**config.mk**
```make
export PLATFORM = sky130hd
export DESIGN_NAME = sts_pin_ctrl
export DESIGN_NICKNAME = d
export VERILOG_FILES = /design/src/rtl/sts_pkg.sv /design/src/rtl/sts_fall_det.sv /design/src/rtl/sts_mode_reg.sv /design/src/rtl/sts_pulse_timer.sv /design/src/rtl/sts_pin_ctrl.sv
export SDC_FILE = /design/constraint.sdc
export NUM_CORES = 1
export LEC_CHECK = 0
export BUFFER_PORTS_ARGS = -buffer_cell sky130_fd_sc_hd__buf_2
export CORE_MARGIN = 3
export CORE_UTILIZATION = 35
export CTS_CLUSTER_SIZE = 14
export DETAILED_ROUTE_END_ITERATION = 10
export HOLD_SLACK_MARGIN = 0.05
export PLACE_DENSITY = 0.57
export SLEW_MARGIN = 5
export SYNTH_ARGS = -nofsm -noshare
export SYNTH_HDL_FRONTEND = slang
export SYNTH_SLANG_ARGS = --single-unit
export TNS_END_PERCENT = 50
```
**constraint.sdc**
```tcl
create_clock -name clk_i -period 2.05 [get_ports clk_i]
set_clock_uncertainty 0.05 [all_clocks]
set_input_delay 0.41 -clock clk_i [delete_from_list [all_inputs] [get_ports clk_i]]
set_output_delay 0.41 -clock clk_i [all_outputs]
set_load 0.01 [all_outputs]
```
**src/rtl/sts_pkg.sv**
```systemverilog
package sts_pkg;
  typedef enum logic [1:0] {
    MODE_LEVEL = 2'd0,
    MODE_ERASE = 2'd1,
    MODE_PROG  = 2'd2,
    MODE_ANY   = 2'd3
  } sts_mode_e;
endpackage

```
**src/rtl/sts_fall_det.sv**
```systemverilog
module sts_fall_det #(
  parameter int unsigned N = 2
) (
  input  logic         clk_i,
  input  logic         rst_ni,
  input  logic [N-1:0] flag_i,
  output logic [N-1:0] fall_o
);
  logic [N-1:0] prev_q;

  always_ff @(posedge clk_i or negedge rst_ni) begin
    if (!rst_ni) prev_q <= '0;
    else         prev_q <= flag_i;
  end

  for (genvar i = 0; i < N; i++) begin : g_fall
    assign fall_o[i] = prev_q[i] & ~flag_i[i];
  end
endmodule

```
**src/rtl/sts_mode_reg.sv**
```systemverilog
module sts_mode_reg
  import sts_pkg::*;
(
  input  logic       clk_i,
  input  logic       rst_ni,
  input  logic [1:0] code_i,
  input  logic       load_i,
  input  logic       pulse_act_i,
  output sts_mode_e  mode_o
);
  sts_mode_e mode_q, pend_q;
  logic      pend_v_q;

  always_ff @(posedge clk_i or negedge rst_ni) begin
    if (!rst_ni) begin
      mode_q   <= MODE_LEVEL;
      pend_q   <= MODE_LEVEL;
      pend_v_q <= 1'b0;
    end else if (load_i && !pulse_act_i) begin
      mode_q   <= sts_mode_e'(code_i);
      pend_v_q <= 1'b0;
    end else if (load_i) begin
      // defer until the running pulse ends
      pend_q   <= sts_mode_e'(code_i);
      pend_v_q <= 1'b1;
    end else if (pend_v_q && !pulse_act_i) begin
      mode_q   <= pend_q;
      pend_v_q <= 1'b0;
    end
  end

  assign mode_o = mode_q;


  mode_hold_chk: assert property (@(posedge clk_i) disable iff (!rst_ni)
    pulse_act_i |=> $stable(mode_o));
endmodule

```
**src/rtl/sts_pulse_timer.sv**
```systemverilog
module sts_pulse_timer #(
  parameter int unsigned PULSE_CYC = 25
) (
  input  logic clk_i,
  input  logic rst_ni,
  input  logic fire_i,
  output logic act_o
);
  localparam int unsigned CNT_W = $clog2(PULSE_CYC + 1);
  localparam logic [CNT_W-1:0] CNT_LOAD = CNT_W'(PULSE_CYC);

  logic [CNT_W-1:0] cnt_q;

  always_ff @(posedge clk_i or negedge rst_ni) begin
    if (!rst_ni)             cnt_q <= '0;
    else if (fire_i)         cnt_q <= CNT_LOAD;
    else if (cnt_q != '0)    cnt_q <= cnt_q - 1'b1;
  end

  assign act_o = (cnt_q != '0);


  cnt_range_chk: assert property (@(posedge clk_i) disable iff (!rst_ni)
    cnt_q <= CNT_LOAD);


  pulse_reload_chk: assert property (@(posedge clk_i) disable iff (!rst_ni)
    fire_i |=> (cnt_q == CNT_LOAD));
endmodule

```
**src/rtl/sts_pin_ctrl.sv**
```systemverilog
module sts_pin_ctrl
  import sts_pkg::*;
#(
  parameter int unsigned CODE_W    = 8,
  parameter int unsigned PULSE_CYC = 25
) (
  input  logic              clk_i,
  input  logic              rst_ni,
  input  logic [CODE_W-1:0] cfg_code_i,
  input  logic              cfg_load_i,
  input  logic              erase_busy_i,
  input  logic              prog_busy_i,
  output logic              pin_low_o,
  output logic              pin_hiz_o
);
  localparam int unsigned ERASE_IDX = 0;
  localparam int unsigned PROG_IDX  = 1;

  sts_mode_e  mode;
  logic [1:0] fall;
  logic       fire, pulse_act, level_low;
  logic       unused_upper;

  assign unused_upper = ^cfg_code_i[CODE_W-1:2];

  sts_fall_det #(.N(2)) i_fall (
    .clk_i  (clk_i),
    .rst_ni (rst_ni),
    .flag_i ({prog_busy_i, erase_busy_i}),
    .fall_o (fall)
  );

  sts_mode_reg i_mode (
    .clk_i       (clk_i),
    .rst_ni      (rst_ni),
    .code_i      (cfg_code_i[1:0]),
    .load_i      (cfg_load_i),
    .pulse_act_i (pulse_act),
    .mode_o      (mode)
  );

  // mode bit 0 enables erase completion, bit 1 program completion
  assign fire = (mode[0] & fall[ERASE_IDX]) | (mode[1] & fall[PROG_IDX]);

  sts_pulse_timer #(.PULSE_CYC(PULSE_CYC)) i_timer (
    .clk_i  (clk_i),
    .rst_ni (rst_ni),
    .fire_i (fire),
    .act_o  (pulse_act)
  );

  assign level_low = (mode == MODE_LEVEL) & (erase_busy_i | prog_busy_i);
  assign pin_low_o = pulse_act | level_low;
  assign pin_hiz_o = ~pin_low_o;


  level_busy_chk: assert property (@(posedge clk_i) disable iff (!rst_ni)
    ((mode == MODE_LEVEL) && (erase_busy_i || prog_busy_i)) |-> pin_low_o);


  pulse_only_chk: assert property (@(posedge clk_i) disable iff (!rst_ni)
    ((mode != MODE_LEVEL) && !pulse_act) |-> !pin_low_o);


  hiz_compl_chk: assert property (@(posedge clk_i) disable iff (!rst_ni)
    pin_hiz_o != pin_low_o);
endmodule

```
# Yosys cells after proc, flatten, opt, wreduce, memory -nomap -nowiden
# Index checks and enable logic that the tools add are counted.
[totals]
regBits = 12
in_bits = 13
out_inout_bits = 2
[classes]
bitwise = 12
addsub = 1
n_mux = 8
eq_ne = 1
reduce_logical = 10
[ops]
columns = ["operator", "count"]
rows = [
  ["$mux 5", 2],
  ["$mux 2", 3],
  ["$and 1x1->1", 5],
  ["$reduce_bool 5->1", 1],
  ["$sub 5x1->5 const B", 1],
  ["$not 1->1", 4],
  ["$reduce_and 2->1", 2],
  ["$reduce_bool 2->1", 2],
  ["$mux 1", 3],
  ["$or 1x1->1", 3],
  ["$reduce_bool 3->1", 1],
  ["$logic_and 1x1->1", 2],
  ["$logic_not 2->1", 1],
  ["$ne 2x1->1 const B", 1],
  ["$logic_not 1->1", 1],
]

# Longest topological paths before layout
[depth]
word_depth = 6
mapped_depth = 6
ltp_nobuf = 5

# Cells and area by module
# A second synthesis with hierarchy kept.
[unflattened]
cells_unflattened = 51
hier_area_um2 = 598.1
[by_module_without_submodules]
columns = ["module", "n_inst", "cells_each", "area_each_um2", "seq_area_each_um2"]
rows = [
  ["sts_pulse_timer", 1, 24, 262.8, 125.1],
  ["sts_mode_reg", 1, 18, 224.0, 125.1],
  ["sts_fall_det", 1, 4, 77.6, 50.0],
  ["sts_pin_ctrl", 1, 5, 33.8, 0.0],
]

# Least setup slack after synthesis
# No wires, ideal clock.
[synth_timing]
path_kind = "register -> output"
startpoint = "register i_timer.cnt_q[0]"
endpoint = "output pin_hiz_o"
arrival_ns = 1.405
stages_incl_launch_ff = 6
t_required_ns = 1.590
setup_slack_ns = 0.185
cell_sequence = "dfrtp_1 > inv_1 > ha_1 > or4b_1 > buf_2 > nor2_1"
[synth_between]
elab_chain_cells = 3
[synth_lines]
columns = ["element", "line", "rtl"]
rows = [
  ["start, declared", "sts_pulse_timer.sv:12", "logic [CNT_W-1:0] cnt_q;"],
  ["start signal, assigned", "sts_pulse_timer.sv:17", "else if (cnt_q != '0) cnt_q <= cnt_q - 1'b1;"],
  ["$reduce_bool 5->1", "sts_pulse_timer.sv:20", "assign act_o = (cnt_q != '0);"],
  ["$or 1x1->1", "sts_pin_ctrl.sv:53", "assign pin_low_o = pulse_act | level_low;"],
  ["$not 1->1", "sts_pin_ctrl.sv:54", "assign pin_hiz_o = ~pin_low_o;"],
  ["end, declared", "sts_pin_ctrl.sv:14", "output logic pin_hiz_o"],
]
# Every way passes these cells.

# Final worst setup path
# Ends and elaborated chain as after synthesis.

==> summary.txt <==
Clocking
  • H-tree depth: 1
  • Clock-pin slew on the worst setup and hold paths: 70 ps
  • Clock buffers created by TritonCTS: 3
  • Skew-Pair Late Insertion Delay: 270 ps
  • CTS Root Cell: clkbuf_4
  • CTS Sinks: 12
  • CTS Buffer Depth: 2
  • CTS tree: done

GRT
  • Largest net degree at the start of global routing: 13
  • Initial antenna violation count: 0
  • Total global routing overflow: 0
  • First-pass GRT wire length: 1.79 mm
  • Vias in the first global route: 415
  • Tot GR Track Use: 12.4%

Place
  • Number of instances in the placed design: 80
  • Final Wtd Congestion: 0.784
  • # port buffers: 8
  • Dpl ws: 201 ps

Yosys
  • Synth Warn #: 0
  • Flops & latches, synth: 12
  • Sequential-to-total area share from yosys stat: 53.2%
  • Avg Cell Area, Syn: 10.4 um2
  • Syn nets: 68
  • Synth top area share: 53.2%
  • Distinct cells, synth: 23
  • Cells after synthesis: 54
  • Top post-synthesis cells by area: dfrtp_1, nor2_1, mux2_1
  • Mapped Area: 564 um2
  • Dominant cell type by area after synthesis: dfrtp_1

Critical path
  • Worst-path maximum fanout: 2
  • FF-to-FF End: i_mode.pend_q[0]$_DFFE_PN0P_
  • Required time of the critical path: 1590 ps
  • Cells on worst reg2reg path: 6
  • Startpoint types: register
  • R2R Path Start: i_timer.cnt_q[0]$_DFFE_PN0P_
  • Crit path kind: register to primary output
  • Critical Path AT: 1570 ps
  • Crit path capture type: primary output
  • R2R setup slack: 260 ps

Die
  • Site Rows: 13
  • Core area: 1400 um2
  • Ports: 15
  • Die Y: 46.2 um
  • Horiz. Die Dim: 46.2 um
  • Total die area: 2130 um2
  • Initial core utilization: 40.3%

STA
  • Total negative slack: 0 ps
  • Setup violations, final: 0
  • Fin crit period: 2030 ps
  • Final setup margin: 18.6 ps
  • Max Freq: 492 MHz
  • Max-slew headroom: 81.6%
  • Fin crit share: 99.1%
  • Final Hold Viols: 0
  • Least-Margin Pin Slew: 273 ps
  • RSZ-0062 raised after global routing: true
  • Slew Viols, Final: 0

Drt
  • Routed length per instance: 13.3 um
  • Final WL: 1.17 mm
  • 1st-iter DRT viols: 8
  • DR pass1 iterations: 4
  • Via density per instance: 5.31
  • DRC Markers: 0
  • Post-DRT Antenna Nets: 0
  • Via count: 467

Layout
  • Antenna cells: 0
  • Area growth, synth to finish: 29.3%
  • Nets: 89
  • Fraction of layout instances using a drive strength above 1: 37.0%
  • Post-Layout Cell Count: 88

Min path
  • Worst hold start: erase_busy_i
  • Hold Path Cell Cnt: 1
  • Hold EP: i_fall.prev_q[0]$_DFF_PN0_
  • Hold WC Path Type: primary input to register

Pwr
  • Psw: 0.000257 W
  • Combinational cell fraction of total power: 34.9%
  • Total power per unit cell area: 1070 nW/um2
  • Total Power: 0.000783 W
  • Reg power frac: 47.4%
  • Maximum vdd ir drop: 454 uV
  • Pint: 0.000526 W
  • Leak pwr: 0.317 nW
  • Switching Share: 32.8%
  • Clock Power Share: 17.7%

Run status
  • Status: finished clean

Flow run
  • Maxcap violations: 0
[layout by cell type, fill, tap and decap left out, types with 3 or more instances in the layout]
master and n:
dfrtp_1 12, buf_2 8, buf_4 8, nor2_1 7, nand2_1 4, nand3_1 4
clkbuf_4 3
[worst max-delay path: stages, from the launching register on]
cell and delay, ps:
dfrtp_1 400, inv_2 90, ha_4 120, or4b_4 460, nor2_2 110, buf_2 130
[cell usage after synthesis]
cell type / count
a211o_1: 1
a211oi_2: 1
a21o_1: 1
a21oi_1: 1
a32oi_1: 2
buf_2: 1
dfrtp_1: 12
ha_1: 1
inv_1: 2
mux2_1: 2
nand2_1: 4
nand2_2: 1
nand2b_1: 2
nand3_1: 4
nand3b_1: 2
nor2_1: 8
nor2b_1: 2
nor3_1: 2
nor4b_2: 1
o21ai_0: 1
o21bai_1: 1
or3_1: 1
or4b_1: 1
[through the flow]
step | area (um2) | hold WS [ps] | util [%]
floorplan | 564 | 64.4 | -
global placement | 648 | 252 | 46.3
detailed placement | 648 | 255 | 46.3
CTS | 699 | 209 | 50.0
global route | 729 | 209 | 52.1
finish | 729 | 218 | 52.1
[flip-flops by register name, summed over array words and instances (netlist names)]
signal and cells:
i_fall.prev_q 2, i_mode.mode_o 2, i_mode.pend_q 2, i_mode.pend_v_q 1, i_timer.cnt_q 5
[layer usage]
| layer | track usage [%] | routed length, um |
|---|---|---|
| met1 | 16.1 | 551 |
| met2 | 15.9 | 521 |
| met3 | 5.86 | 74 |
| met4 | 8.52 | 21 |
| met5 | 0 | 0 |
[timing repair]
| action | in CTS | in global routing |
|---|---|---|
| pin swaps | 1 | 2 |
| endpoints found under the setup margin | 1 | 2 |
| setup buffers | 2 | 2 |
| endpoints found under the hold margin | 12 | 0 |
| hold buffers | 1 | 0 |
| resized for setup | 1 | 5 |
[power by group through the flow]
stage	Sequential, W	Clock (W)	Combinational (W)
2_1_floorplan	0.000354	0	0.000146
3_3_place_gp	0.000370	0	0.000197
3_5_place_dp	0.000370	0	0.000205
4_1_cts	0.000365	0.000147	0.000222
5_1_grt	0.000379	0.000162	0.000305
6_report	0.000371	0.000139	0.000273
[worst max-delay path by stage]
stage,from,end
6_report,i_timer.cnt_q[0]$_DFFE_PN0P_,pin_hiz_o
5_1_grt,i_timer.cnt_q[0]$_DFFE_PN0P_,pin_hiz_o
3_5_place_dp,i_timer.cnt_q[0]$_DFFE_PN0P_,pin_hiz_o
3_3_place_gp,i_timer.cnt_q[0]$_DFFE_PN0P_,pin_hiz_o
4_1_cts,i_timer.cnt_q[0]$_DFFE_PN0P_,pin_hiz_o
2_1_floorplan,i_timer.cnt_q[0]$_DFFE_PN0P_,pin_hiz_o
[kinds of logic (layout without fill, tap and decap cells)]
kind of cell | after synthesis | in the layout | share of synthesized area, %
fa+ha+maj | 1 | 1 | 2.22
mux | 2 | 2 | 3.99
flops | 12 | 12 | 53.2
simple gates | 28 | 28 | 27.0
compound gates | 8 | 8 | 11.3
buf+inv | 3 | 22 | 2.22
[cell type report]
| type | count | area [um2] |
|---|---|---|
| fill | 123 | 669 |
| sequential | 12 | 300 |
| multi-input combinational | 39 | 270 |
| timing repair buffer | 17 | 110 |
| clock buffer | 3 | 22.5 |
| tap | 15 | 18.8 |
| inverter | 2 | 7.51 |
No activity file was read; power rests on OpenSTA's default activity.
